`src/rtl/hps_pkg.sv`:
```
package hps_pkg;
   // control word bit positions
   localparam int CB_AB_EN    = 0;
   localparam int CB_PD_EN    = 1;
   localparam int CB_CC_EN    = 2;
   localparam int CB_HP_IE    = 3;
   localparam int CB_ATN_LO   = 4;
   localparam int CB_PWR_LO   = 6;
   localparam int CB_LOCK_CMD = 8;
   localparam int CTL_W       = 9;
   // status word bit positions (events share index with their enables)
   localparam int EV_AB       = 0;
   localparam int EV_PD       = 1;
   localparam int EV_CC       = 2;
   localparam int EV_N        = 3;
   localparam int SB_PD_STATE = 3;
   localparam int SB_LOCK     = 4;
   localparam int WORD_W      = 16;

   typedef logic [EV_N-1:0] hps_ev_t;
endpackage

```
`src/rtl/hps_ctrl_reg.sv`:
```
module hps_ctrl_reg
   import hps_pkg::*;
#(
   parameter bit         HAS_ATN = 1'b1,
   parameter bit         HAS_LOCK = 1'b1,
   parameter logic [1:0] IND_OFF = 2'b11
) (
   input  logic             clk,
   input  logic             rst_n,
   input  logic             wr_ctl,
   input  logic [CTL_W-1:0] wdata,
   output hps_ev_t          ev_en,
   output logic             hp_ie,
   output logic [1:0]       atn_ind,
   output logic [1:0]       pwr_ind,
   output logic             lock_pulse,
   output logic             cmd_done
);
   logic ab_en_d;
   logic ab_en_q, pd_en_q, cc_en_q, hp_ie_q;
   logic [1:0] atn_q, pwr_q;

   generate
      if (HAS_ATN) begin : g_ab_wr
         assign ab_en_d = wdata[CB_AB_EN];
      end else begin : g_ab_tie
         assign ab_en_d = 1'b0;
      end
      if (HAS_LOCK) begin : g_lock_cmd
         assign lock_pulse = wr_ctl & wdata[CB_LOCK_CMD];
      end else begin : g_lock_none
         assign lock_pulse = 1'b0;
      end
   endgenerate

   always_ff @(posedge clk or negedge rst_n) begin
      if (!rst_n) begin
         ab_en_q <= 1'b0;
         pd_en_q <= 1'b0;
         cc_en_q <= 1'b0;
         hp_ie_q <= 1'b0;
         atn_q   <= IND_OFF;
         pwr_q   <= IND_OFF;
      end else if (wr_ctl) begin
         ab_en_q <= ab_en_d;
         pd_en_q <= wdata[CB_PD_EN];
         cc_en_q <= wdata[CB_CC_EN];
         hp_ie_q <= wdata[CB_HP_IE];
         atn_q   <= wdata[CB_ATN_LO +: 2];
         pwr_q   <= wdata[CB_PWR_LO +: 2];
      end
   end

   always_comb begin
      ev_en        = '0;
      ev_en[EV_AB] = ab_en_q;
      ev_en[EV_PD] = pd_en_q;
      ev_en[EV_CC] = cc_en_q;
   end
   assign hp_ie    = hp_ie_q;
   assign atn_ind  = atn_q;
   assign pwr_ind  = pwr_q;
   assign cmd_done = wr_ctl;
endmodule

```
`src/rtl/hps_status_reg.sv`:
```
module hps_status_reg
   import hps_pkg::*;
#(
   parameter bit HAS_ATN  = 1'b1,
   parameter bit HAS_LOCK = 1'b1
) (
   input  logic    clk,
   input  logic    rst_n,
   input  logic    wr_sts,
   input  hps_ev_t w1c,
   input  logic    set_cc,
   input  logic    lock_toggle,
   input  logic    hp_req,
   input  logic    hp_insert,
   input  logic    atn_press,
   output hps_ev_t ev,
   output logic    pd_state,
   output logic    lock_sts,
   output logic    hp_busy
);
   hps_ev_t ev_set, ev_q;
   logic    lock_q, pd_q, busy_q, hp_ok;

   assign hp_ok = hp_req & ~lock_q;

   always_comb begin
      ev_set        = '0;
      ev_set[EV_PD] = hp_ok;
      ev_set[EV_CC] = set_cc;
      ev_set[EV_AB] = HAS_ATN ? atn_press : 1'b0;
   end

   // one flop per event: a set in the same cycle wins over a clear
   for (genvar i = 0; i < EV_N; i++) begin : g_ev
      always_ff @(posedge clk or negedge rst_n) begin
         if (!rst_n)
            ev_q[i] <= 1'b0;
         else if (ev_set[i])
            ev_q[i] <= 1'b1;
         else if (wr_sts && w1c[i])
            ev_q[i] <= 1'b0;
      end
   end

   generate
      if (HAS_LOCK) begin : g_lock
         always_ff @(posedge clk or negedge rst_n) begin
            if (!rst_n)          lock_q <= 1'b0;
            else if (lock_toggle) lock_q <= ~lock_q;
         end
      end else begin : g_nolock
         assign lock_q = 1'b0;
      end
   endgenerate

   always_ff @(posedge clk or negedge rst_n) begin
      if (!rst_n) begin
         pd_q   <= 1'b0;
         busy_q <= 1'b0;
      end else begin
         busy_q <= hp_req & lock_q;
         if (hp_ok) pd_q <= hp_insert;
      end
   end

   assign ev       = ev_q;
   assign pd_state = pd_q;
   assign lock_sts = lock_q;
   assign hp_busy  = busy_q;
endmodule

```
`src/rtl/hps_notify.sv`:
```
module hps_notify
   import hps_pkg::*;
#(
   parameter int VEC_W = 5
) (
   input  logic             clk,
   input  logic             rst_n,
   input  hps_ev_t          ev,
   input  hps_ev_t          ev_en,
   input  logic             hp_ie,
   input  logic             sts_wr,
   input  logic             msix_en,
   input  logic             msi_en,
   input  logic [VEC_W-1:0] vec,
   output logic             msg_req,
   output logic             msg_msix,
   output logic [VEC_W-1:0] msg_vec,
   output logic             intx
);
   logic cond, cond_q, sts_wr_q, msg_mode;

   assign cond     = hp_ie & (|(ev & ev_en));
   assign msg_mode = msix_en | msi_en;

   always_ff @(posedge clk or negedge rst_n) begin
      if (!rst_n) begin
         cond_q   <= 1'b0;
         sts_wr_q <= 1'b0;
         msg_req  <= 1'b0;
         msg_msix <= 1'b0;
         msg_vec  <= '0;
         intx     <= 1'b0;
      end else begin
         cond_q   <= cond;
         sts_wr_q <= sts_wr;
         msg_req  <= (cond != cond_q) & msg_mode & ~sts_wr_q;
         intx     <= cond & ~msg_mode;
         if ((cond != cond_q) && msg_mode && !sts_wr_q) begin
            msg_msix <= msix_en;
            msg_vec  <= vec;
         end
      end
   end
endmodule

```
`src/rtl/hps_slot_ctrl.sv`:
```
module hps_slot_ctrl
   import hps_pkg::*;
#(
   parameter int         VEC_W    = 5,
   parameter bit         HAS_ATN  = 1'b1,
   parameter bit         HAS_LOCK = 1'b1,
   parameter logic [1:0] IND_OFF  = 2'b11
) (
   input  logic               clk,
   input  logic               rst_n,
   input  logic               cfg_wr,
   input  logic               cfg_hit_ctl,
   input  logic               cfg_hit_sts,
   input  logic [CTL_W-1:0]   cfg_wdata_ctl,
   input  logic [EV_N-1:0]    cfg_wdata_sts,
   input  logic               hp_req,
   input  logic               hp_insert,
   output logic               hp_busy,
   input  logic               atn_press,
   input  logic               msix_en,
   input  logic               msi_en,
   input  logic [VEC_W-1:0]   irq_vec,
   output logic [WORD_W-1:0]  slot_ctl,
   output logic [WORD_W-1:0]  slot_sts,
   output logic               msg_req,
   output logic               msg_msix,
   output logic [VEC_W-1:0]   msg_vec,
   output logic               intx
);
   localparam int PAD_CTL = WORD_W - CTL_W;
   localparam int PAD_STS = WORD_W - SB_LOCK - 1;

   generate
      if (VEC_W < 1 || VEC_W > 5) begin : g_bad_vec
         $error("hps_slot_ctrl: VEC_W must lie in 1..5");
      end
   endgenerate

   logic    wr_ctl, wr_sts, hp_ie, lock_pulse, cmd_done, pd_state, lock_sts;
   logic [1:0] atn_ind, pwr_ind;
   hps_ev_t ev_en, ev;

   assign wr_ctl = cfg_wr & cfg_hit_ctl;
   assign wr_sts = cfg_wr & cfg_hit_sts;

   hps_ctrl_reg #(.HAS_ATN(HAS_ATN), .HAS_LOCK(HAS_LOCK), .IND_OFF(IND_OFF)) u_ctl (
      .clk(clk), .rst_n(rst_n), .wr_ctl(wr_ctl), .wdata(cfg_wdata_ctl),
      .ev_en(ev_en), .hp_ie(hp_ie), .atn_ind(atn_ind), .pwr_ind(pwr_ind),
      .lock_pulse(lock_pulse), .cmd_done(cmd_done)
   );

   hps_status_reg #(.HAS_ATN(HAS_ATN), .HAS_LOCK(HAS_LOCK)) u_sts (
      .clk(clk), .rst_n(rst_n), .wr_sts(wr_sts), .w1c(cfg_wdata_sts),
      .set_cc(cmd_done), .lock_toggle(lock_pulse), .hp_req(hp_req),
      .hp_insert(hp_insert), .atn_press(atn_press), .ev(ev),
      .pd_state(pd_state), .lock_sts(lock_sts), .hp_busy(hp_busy)
   );

   hps_notify #(.VEC_W(VEC_W)) u_ntf (
      .clk(clk), .rst_n(rst_n), .ev(ev), .ev_en(ev_en), .hp_ie(hp_ie),
      .sts_wr(wr_sts), .msix_en(msix_en), .msi_en(msi_en), .vec(irq_vec),
      .msg_req(msg_req), .msg_msix(msg_msix), .msg_vec(msg_vec), .intx(intx)
   );

   // lock command bit is never stored: it reads back as 0
   assign slot_ctl = {{PAD_CTL{1'b0}}, 1'b0, pwr_ind, atn_ind, hp_ie, ev_en};
   assign slot_sts = {{PAD_STS{1'b0}}, lock_sts, pd_state, ev};
endmodule

```
`config.mk`:
```
export PLATFORM = sky130hd
export DESIGN_NAME = hps_slot_ctrl
export DESIGN_NICKNAME = d
export VERILOG_FILES = /design/src/rtl/hps_pkg.sv /design/src/rtl/hps_ctrl_reg.sv /design/src/rtl/hps_status_reg.sv /design/src/rtl/hps_notify.sv /design/src/rtl/hps_slot_ctrl.sv
export SDC_FILE = /design/constraint.sdc
export NUM_CORES = 1
export LEC_CHECK = 0
export BUFFER_PORTS_ARGS = -buffer_cell sky130_fd_sc_hd__buf_4
export CAP_MARGIN = 25
export CORE_ASPECT_RATIO = 1.25
export CORE_MARGIN = 3
export CORE_UTILIZATION = 45
export DETAILED_ROUTE_END_ITERATION = 10
export GPL_TIMING_DRIVEN = 0
export PLACE_DENSITY = 0.83
export RECOVER_POWER = 100
export SLEW_MARGIN = 40
export SYNTH_ARGS = -nofsm -noshare
export SYNTH_HDL_FRONTEND = slang
export SYNTH_SLANG_ARGS = --single-unit
```
`constraint.sdc`:
```
create_clock -name clk -period 4.43 [get_ports clk]
set_clock_uncertainty 0.15 [all_clocks]
set_input_delay 0.886 -clock clk [delete_from_list [all_inputs] [get_ports clk]]
set_output_delay 0.886 -clock clk [all_outputs]
set_load 0.005 [all_outputs]
```
Word-level counts from Yosys, hierarchy flattened
Index checks and enable logic that the tools add are counted.
Storage, ports and cells
  bits in registers: 24
  input bits: 27
  output and inout bits: 41
Operators by class
  equal/unequal tests: 1
  multiplexer cells: 6
  bitwise gates (word level): 14
  reductions and logical operators: 10
Operators with widths (number)
  $and 1x1->1: 9
  $mux 1: 6
  $reduce_bool 2->1: 3
  $logic_and 1x1->1: 5
  $and 3x3->3: 1
  $not 1->1: 3
  $reduce_or 3->1: 1
  $logic_not 1->1: 1
  $ne 1x1->1: 1
  $or 1x1->1: 1

Longest topological paths before layout
Gate-level depths: netlist of run 1.
  depth in word-level cells: 6
  depth in mapped cells: 4

Modules after synthesis
Synthesis of run 1 repeated with hierarchy kept, for this count alone.
Second synthesis, totals
  cell total of the unflattened synthesis: 91
  area total of the unflattened synthesis: 1179.9 µm²
Modules (own cells, without submodules)
  hps_notify: instances 1, cells each 28, area an instance 399.1 µm², seq. area each 250.2 µm²
  hps_ctrl_reg: instances 1, cells each 22, area an instance 374.1 µm², seq. area each 205.2 µm²
  hps_status_reg: instances 1, cells each 16, area an instance 225.2 µm², seq. area each 150.1 µm²
  hps_slot_ctrl: instances 1, cells each 25, area an instance 181.4 µm², seq. area each 0.0 µm²

Worst setup path after synthesis of run 1
Ideal clock, no wire load.
  path type: reg-to-reg
  start point: reg u_sts.ev_q[0], in the netlist u_sts.ev[0]
  end point: reg u_ntf.msg_vec[0]
  library setup time: 0.125 ns
  arrival time: 1.716 ns
  required time: 4.155 ns
  slack: 2.439 ns
  cell stages (with the launch flop): 5
  buffers on the path: 0
  period minus slack after synthesis: 1.991 ns
  cells stage by stage: dfrtp_1 -> a222oi_1 -> o21ai_2 -> a211oi_4 -> mux2_2
On the way
  cells in the longest elaborated chain, start to end: 6
Ends and longest elaborated chain
  start, declared: RTL line hps_status_reg.sv:21  | hps_ev_t ev_set, ev_q;
  start signal, assigned by index: RTL line hps_status_reg.sv:37  | ev_q[i] <= 1'b0;
  start signal, assigned by index: RTL line hps_status_reg.sv:39  | ev_q[i] <= 1'b1;
  start signal, assigned by index: RTL line hps_status_reg.sv:41  | ev_q[i] <= 1'b0;
  $and 3x3->3: RTL line hps_notify.sv:22  | assign cond = hp_ie & (|(ev & ev_en));
  $reduce_or 3->1: RTL line hps_notify.sv:22
  $and 1x1->1: RTL line hps_notify.sv:22
  $ne 1x1->1: RTL line hps_notify.sv:38  | if ((cond != cond_q) && msg_mode && !sts_wr_q) begin
  $logic_and 1x1->1 (2 in a row): RTL line hps_notify.sv:38
  end signal, assigned: RTL line hps_notify.sv:40  | msg_vec <= vec;
  end, declared: RTL line hps_notify.sv:17  | output logic [VEC_W-1:0] msg_vec,
Every way passes these cells.
A chain may end at the register's enable or synchronous reset.

Worst setup path after layout of run 1
Ends and elaborated chain as after synthesis.

==> run metrics, run 1 <==
outcome=complete, no violations; via count=~830; Core ar.=2280 µm²; CP Capture Type=register; predominant post-synthesis flop cell=dfrtp_1; remaining antenna violation count=0; CTS Root Cell=clkbuf_4; met1 usage=0.170; overall global routing resource usage=0.149; Global Route met3 Usage=0.0430; number of inserted diodes=0; WP data arrival=2.69 ns; slowest library cell on the worst path=a211oi_1; area grow syn2layout=44.3%; sequential area share after synthesis=0.541; Rel. slew slack=0.194; CTS HTree Levels=1; Storage cell area=approximately 610 µm²; synthesized instance count=90; PostCTS Resize Cnt=0; Ys Warns=0; Crit Path Class=reg2reg; WP data required=between 4 and 5 ns; pin count of the biggest net entering global routing=25; final setup vio count=0; initial antenna violation count=0; CTS tree=done; area of the multi-input gates=369 µm²; WHS Path Cells=2; grt peak-use layer=met2; Layout fillers=around 180; f_max=roughly 380 MHz; Final HPWL DP=1.77 mm; CP cell instances=a222oi_1 -> o21ai_0 -> a211oi_1 -> mux2_2; most frequent cells in the layout=buf_4 (50), clkbuf_4 (24), dfrtp_1 (20); Post-synth EDFFs=0; Core Rows=19; Final Slew Violations=0; final hold vios=0; CP Launch Type=register; # hold bufs at CTS=0; Avg Synthesized Cell Area=around 12 µm²; vias per cell=around 4.3; RePlAce Congestion=~0.76; Seq cells post-synth=24; Max Root-Sink Buffers=2; Hold Crit Start=u_ntf.msg_msix$_DFFE_PN0P_; Post-CTS Setup Inserts=0; share of layout cells above drive strength 1=0.581; vias in the first global route=855; I/O pin count=68; Util after Layout=0.707; initial drt markers=15; fin crit share=0.595; TritonCTS buffer count=3; synthesized area=between 1000 and 1500 µm²; FF-to-FF End=u_ntf.msg_vec[0]$_DFFE_PN0P_; Clock Latency Late Sink=0.31 ns; clock-pin slew on the worst setup and hold paths=0.13 ns; Crit Path Max Fanout=6; Period minus WS final=2.63 ns; met2 usage=0.261; cells on worst reg2reg path=4; critical path's largest stage delay=about 0.74 ns; CTS sink count=24; actual slew at the worst max-slew pin=around 1.2 ns; port bufs=48; leading cell type in the layout, fill and taps excluded=buf_4; DR pass1 iterations=4; worst r2r src=u_sts.ev[0]$_DFFE_PN0P_; post-layout net count=approximately 190; Hold Path Sink=u_ntf.msg_msix$_DFFE_PN0P_; Die Wd=slightly above 50 µm; Die Area=~3100 µm²; Unique masters post-synth=22; # DRC=0; Post-Route WL=~2.1 mm; Max VDD drop=between 0.0002 and 0.0003 V; Leakage=about 0.83 nW; first-pass GRT wire length=between 3 and 4 mm; HP Class=reg2reg; fraction of registers with async set or reset after synthesis=1.00; RSZ-0062 raised after global routing=false; grt ovf=0; setup_tns=0 ns; R2R setup slack=1.80 ns; DR WL/cell=about 11 µm; Starting Density=0.490; Vert. Die Dim=between 60 and 70 µm; PwrDens=around 430 nW/µm²; max-cap check violation count=0
## synthesized netlist by cell type, types with 2 or more instances
library cell,count,area [µm²]
a21oi_1,2,10.0
mux2_2,14,158
nand2_1,6,22.5
inv_1,2,7.51
nor2_1,2,7.51
dfrtp_1,20,500
buf_4,25,188
dfstp_2,4,105
and2_1,2,12.5
## flip-flops by register name, indices dropped and copies added (netlist names), 2 cells and up
signal	count
u_ctl.pwr_ind	2
u_ntf.msg_vec	5
u_ctl.atn_ind	2
u_sts.ev	3
## routing by layer
metal / up-vias / wire length [µm] / share of wire
li1: 397 / - / -
met1: 378 / 824 / 0.38
met2: 52 / 1070 / 0.50
met3: 2 / 229 / 0.11
met4: 0 / 19 / 0.0089
met5: - / 0 / 0
## worst max-delay path, delay by kind of cell, from the launching register on
kind,cells,cell delay (ns)
AOI/OAI and AO/OA,3,1.55
DFF,1,0.42
muxes,1,0.41
## power by group
part | total, mW | internal [mW] | switching (mW)
clock | 0.154 | 0.0914 | 0.0623
combinational | 0.229 | 0.151 | 0.0772
sequential | 0.314 | 0.281 | 0.0329
total | 0.696 | 0.524 | 0.172
## how the worst max path moves through the flow
stage | startpoint | end
after detailed placement | u_sts.ev[0]$_DFFE_PN0P_ | u_ntf.msg_vec[4]$_DFFE_PN0P_
after global placement | u_sts.ev[0]$_DFFE_PN0P_ | u_ntf.msg_vec[4]$_DFFE_PN0P_
after floorplan | u_sts.ev[0]$_DFFE_PN0P_ | u_ntf.msg_vec[0]$_DFFE_PN0P_
after global routing | u_sts.ev[0]$_DFFE_PN0P_ | u_ntf.msg_vec[4]$_DFFE_PN0P_
final | u_sts.ev[0]$_DFFE_PN0P_ | u_ntf.msg_vec[0]$_DFFE_PN0P_
after CTS | u_sts.ev[0]$_DFFE_PN0P_ | u_ntf.msg_vec[4]$_DFFE_PN0P_
## logic make-up (layout without fill, tap and decap cells)
kind of cell              after synthesis  after routing  synth area share
muxes                                  14             14             0.141
xor gates and xnor gates                1              1           0.00783
other                                   1             19           0.00335
AOI/OAI and AO/OA                       8              8            0.0660
buffers and inverters                  27             79             0.174
DFF                                    24             24             0.541
and+or+nand+nor                        15             15            0.0660
## stage by stage
stage	instances	setup WS, ns	cell area (µm²)	power, mW	hold WS (ns)
after global placement	187	2.28	1590	0.556	0.340
after global routing	191	1.61	1610	0.744	0.405
final	191	1.80	1610	0.696	0.365
after CTS	191	2.20	1640	0.721	0.294
after floorplan	108	2.44	1190	0.437	0.331
after detailed placement	187	2.25	1590	0.566	0.348
## layout make-up
cell class	count	share of cell area
clock inverters	1	0.0186
plain buffers	25	0.116
clock buffers	3	0.0140
inverters	2	0.00465
well taps	31	0.0240
multi-input cells	57	0.229
repair buffers	48	0.219
flip-flops and latches	24	0.375
Note: power is estimated with default switching activity, not from simulation.
==> run 2: changes to the inputs <==
ABC_AREA = 1   (was default)
CORE_UTILIZATION = 38   (was 45)
PLACE_DENSITY = 0.74   (was 0.83)
clock period = 2.2 ns   (was 4.43 ns; I/O delays follow)
==> run metrics, run 2 <==
setup_tns=0 ns; via count=approximately 960; outcome=complete, no violations; CTS tree=done; Leakage=between 0.9 and 1 nW; first-pass GRT wire length=about 4 mm; sequential area share after synthesis=0.522; Final Slew Violations=0; WP data required=between 1.5 and 2 ns; DR pass1 iterations=4; most frequent cells in the layout=buf_4 (50), nand2_1 (49), clkbuf_4 (24); cells on worst reg2reg path=7; most frequent cell after synthesis=nand2_1; vias per cell=4.17; Post-Layout Cell Count=230; Unique masters post-synth=19; Final WS setup=just under 0.6 ns; Yosys top cell by area=dfrtp_1; PwrDens=about 760 nW/µm²; Top reg by flops=u_ntf.msg_vec; pin count of the biggest net entering global routing=25; remaining antenna violation count=0; initial antenna violation count=0; Core Rows=21; Clock Latency Late Sink=0.31 ns; area grow syn2layout=40.5%; Crit Path Max Fanout=4; synthesized area=roughly 1200 µm²; synthesized instance count=125; CP Capture Type=output pin; DP Cell Count=roughly 230; leading cell type in the layout, fill and taps excluded=buf_4; share of layout cells above drive strength 1=0.413; CP Launch Type=register; CTS sink count=24; fin crit share=0.732; HP Class=in2reg; overall global routing resource usage=0.132; Place WS=between 0.8 and 0.9 ns; Post-synth EDFFs=0; Avg Synthesized Cell Area=roughly 9.3 µm²; Post-synth top cells=nand2_1 (46), buf_4 (25), dfrtp_1 (20); CP cell instances=clkbuf_4 -> buf_4; RSZ-0062 raised after global routing=false; DR WL/cell=10.4 µm; Die Area=3760 µm²; Seq cells post-synth=24; top cells by area, synth=dfrtp_1 (43%), buf_4 (16%), nand2_1 (15%); slowest library cell on the worst path=dfrtp_1; CTS HTree Levels=1; I/O pin count=slightly below 70; clock-pin slew on the worst setup and hold paths=0.12 ns; Max VDD drop=about 0.00055 V; f_max=around 620 MHz; # DRC=0; Post-CTS Setup Inserts=0; RePlAce Congestion=a little over 0.8; initial drt markers=13; TritonCTS buffer count=3; critical path's largest stage delay=~0.44 ns; Crit Path Class=reg2out; WP data arrival=slightly above 1 ns; Core ar.=2790 µm²; final hold vios=0; Die Wd=55.4 µm; Layout fillers=about 270; PostCTS Resize Cnt=0; Final HPWL DP=around 2.0 mm; post-layout net count=roughly 220; Ys Warns=0; WHS Path Cells=2; number of inserted diodes=0; Vert. Die Dim=approximately 68 µm; max-cap check violation count=0; final setup vio count=0; CTS Root Cell=clkbuf_4; fraction of registers with async set or reset after synthesis=1.00; number of flip-flops in the largest register=5; Max Root-Sink Buffers=2; Period minus WS final=about 1.6 ns; port bufs=48; grt ovf=0; top cell type's share of synthesized area=0.431; Starting Density=0.416; Post-Route WL=approximately 2.4 mm; vias in the first global route=just under 900; predominant post-synthesis flop cell=dfrtp_1
[run 2: cell count changes after synthesis, moves of 2 or more]
cell / previous run / this run
nand2_1: 6 / 46
mux2_2: 14 / 1
nand4_1: 0 / 6
inv_1: 2 / 7
a21oi_1: 2 / 0
and2_1: 2 / 0
inv_2: 0 / 2
nand2_2: 0 / 2
nand3_2: 0 / 2
o21ai_0: 0 / 2
[run 2: cells by family after synthesis]
family / count (synthesis) / share of synthesized area
AOI/OAI and AO/OA: 3 / 0.0151
xor gates and xnor gates: 1 / 0.00755
buffers and inverters: 34 / 0.191
DFF: 24 / 0.522
muxes: 1 / 0.00971
other: 1 / 0.00323
and+or+nand+nor: 61 / 0.251
[run 2: stage by stage]
| step | utilization | cell area, µm² | total power [mW] | hold WS, ns |
|---|---|---|---|---|
| 2_1_floorplan | - | 1230 | 0.845 | -0.00559 |
| 3_3_place_gp | 0.585 | 1630 | 1.08 | 0.200 |
| 3_5_place_dp | 0.585 | 1630 | 1.09 | 0.208 |
| 4_1_cts | 0.598 | 1670 | 1.29 | 0.112 |
| 5_1_grt | 0.585 | 1630 | 1.34 | 0.113 |
| 6_report | 0.585 | 1630 | 1.24 | 0.128 |
[run 2: layout make-up]
cell class / instances / area, µm² / share of cell area
Timing Repair Buffer: 49 / 363 / 0.223
Sequential cell: 24 / 606 / 0.372
Clock buffer: 4 / 26.3 / 0.0161
Tap cell: 34 / 42.5 / 0.0261
Multi-Input combinational cell: 85 / 370 / 0.227
Buffer: 25 / 188 / 0.115
Inverter: 9 / 33.8 / 0.0207
[run 2: power breakdown]
| part | leakage [nW] | internal (mW) | switching (mW) |
|---|---|---|---|
| Clock | 0.0150 | 0.0708 | 0.125 |
| Sequential | 0.285 | 0.554 | 0.0630 |
| Combinational | 0.650 | 0.252 | 0.176 |
[run 2: path summary, 6_finish.rpt]
kind                                           endpoint  slack, ns                         start
setup / recovery                            slot_ctl[3]       0.59       u_ctl.hp_ie$_DFFE_PN0P_
setup reg to reg           u_ntf.msg_vec[3]$_DFFE_PN0P_       0.67     u_ctl.pd_en_q$_DFFE_PN0P_
hold reg to reg            u_ctl.pwr_ind[1]$_DFFE_PN1P_       0.33  u_ctl.pwr_ind[1]$_DFFE_PN1P_
max in group asynchronous  u_ctl.atn_ind[0]$_DFFE_PN1P_       1.22                         rst_n
min in group asynchronous          u_ntf.intx$_DFF_PN0_       0.40                         rst_n
hold / removal                     u_ntf.intx$_DFF_PN0_       0.13                        msi_en
[run 2: metal layers]
| layer | GRT usage | wire [µm] |
|---|---|---|
| met5 | 0 | 0 |
| met4 | 0.0547 | 29 |
| met3 | 0.0287 | 188 |
| met2 | 0.225 | 1230 |
| met1 | 0.162 | 947 |
[run 2: what timing repair did]
| item | in CTS | in global routing |
|---|---|---|
| setup endpoints to repair | 0 | 0 |
| hold buffers | 1 | 0 |
| hold endpoints to repair | 20 | 0 |
[run 2: worst max-delay path, delay by kind of cell, from the launching register on]
| kind | cells | cell delay, ns |
|---|---|---|
| DFF | 1 | 0.44 |
| buffers and inverters | 2 | 0.27 |
==> run 3: changes to the inputs <==
CORE_UTILIZATION = 43   (was 38)
PLACE_DENSITY = 0.79   (was 0.74)
clock period = 1.55 ns   (was 2.2 ns; I/O delays follow)
==> run metrics, run 3 (same netlist as run 2, synthesis figures left out) <==
WP data required=roughly 1.1 ns; Core ar.=2500 µm²; final hold vios=0; slowest library cell on the worst path=dfrtp_1; vias per cell=approximately 4.2; PwrDens=1150 nW/µm²; CTS Root Cell=clkbuf_4; initial antenna violation count=0; Die Area=between 3000 and 4000 µm²; initial drt markers=12; TritonCTS buffer count=3; max-cap check violation count=0; actual slew at the worst max-slew pin=0.607 ns; Post-Layout Cell Count=about 230; pin count of the biggest net entering global routing=25; Crit Path Class=reg2out; I/O pin count=a little under 70; DR WL/cell=around 11 µm; post-layout net count=around 230; sequential group share of total power=0.450; area grow syn2layout=45.8%; DP Cell Count=approximately 220; NetSw=approximately 0.54 mW; grt ovf=0; # hold bufs at CTS=2; HP Class=in2reg; Leakage=0.974 nW; CTS HTree Levels=1; number of flip-flops in the largest register=5; port bufs=48; Post-CTS Setup Inserts=0; # DRC=0; Max Root-Sink Buffers=2; clock power share=0.225; Clock Latency Late Sink=just over 0.3 ns; CTS sink count=24; vias in the first global route=just over 900; Crit Path Max Fanout=4; Final HPWL DP=between 1.5 and 2 mm; Final Slew Violations=0; CP Launch Type=register; Final WS setup=between 0.06 and 0.07 ns; PostCTS Resize Cnt=0; outcome=complete, no violations; WP data arrival=slightly above 1 ns; via count=about 960; leading cell type in the layout, fill and taps excluded=buf_4; Starting Density=0.463; CTS tree=done; Logic pwr share=0.325; RePlAce Congestion=a little under 0.7; first-pass GRT wire length=between 3 and 4 mm; Period minus WS final=1.49 ns; switch share=0.276; fin crit share=0.959; remaining antenna violation count=0; setup_tns=0 ns; Pint=1.41 mW; Vert. Die Dim=64.1 µm; final setup vio count=0; Top reg by flops=u_ntf.msg_vec; RSZ-0062 raised after global routing=false; post-layout total power=about 2.0 mW; f_max=approximately 670 MHz; Place WS=~0.28 ns; CP cell instances=buf_4 -> buf_4; DR pass1 iterations=4; Die Wd=between 50 and 60 µm; share of layout cells above drive strength 1=0.419; number of inserted diodes=0; critical path's largest stage delay=around 0.44 ns; CP Capture Type=output pin; Core Rows=20; CP most frequent cell=buf_4; clock-pin slew on the worst setup and hold paths=about 0.13 ns; Max VDD drop=around 0.00084 V; overall global routing resource usage=0.157; Rel. slew slack=0.595; most frequent cells in the layout=buf_4 (51), nand2_1 (48), clkbuf_4 (22); Post-Route WL=roughly 2.5 mm
## run 3: area by class of cell
type	count	area [µm²]
fillers	225	811
flip-flops and latches	24	606
multi-input cells	85	390
repair buffers	51	380
plain buffers	25	188
well taps	33	41.3
inverters	9	33.8
clock inverters	1	30.0
clock buffers	3	22.5
## run 3: worst paths after layout
kind,startpoint,to,slack [ns],depth (start not counted)
worst min-delay path,atn_press,u_sts.ev[0]$_DFFE_PN0P_,0.03,2
worst min register to register,u_ctl.atn_ind[0]$_DFFE_PN1P_,u_ctl.atn_ind[0]$_DFFE_PN1P_,0.33,2
worst max register to register,u_ctl.cc_en_q$_DFFE_PN0P_,u_ntf.msg_msix$_DFFE_PN0P_,0.21,7
worst max-delay path,u_ctl.hp_ie$_DFFE_PN0P_,slot_ctl[3],0.06,2
max in group asynchronous,rst_n,u_ntf.sts_wr_q$_DFF_PN0_,0.48,2
min in group asynchronous,rst_n,u_ntf.msg_msix$_DFFE_PN0P_,0.37,2
## run 3: through the flow
stage	utilization	area (µm²)	hold WS, ns
2_1_floorplan	-	1230	-0.136
3_3_place_gp	0.651	1630	0.0681
3_5_place_dp	0.651	1630	0.0738
4_1_cts	0.680	1700	0.000328
5_1_grt	0.676	1690	0.00117
6_report	0.676	1690	0.0283
## run 3: critical path: cells and delay by family (launching register included)
family | cells | cell delay [ns]
flops | 1 | 0.44
buf+inv | 2 | 0.27
## run 3: power by group through the flow
stage | registers, mW | clock network (mW) | logic (mW)
finish | 0.879 | 0.440 | 0.635
global route | 0.897 | 0.494 | 0.709
CTS | 0.885 | 0.457 | 0.667
detailed placement | 0.896 | 0 | 0.658
global placement | 0.882 | 0 | 0.641
floorplan | 0.889 | 0 | 0.311
## run 3: metal layers
layer  track usage  part of all wire  up-vias
met5             0                 0        -
met1         0.175              0.36      423
met2         0.287              0.54       51
met3        0.0256             0.087        2
li1              -                 -      488
met4        0.0575            0.0055        0
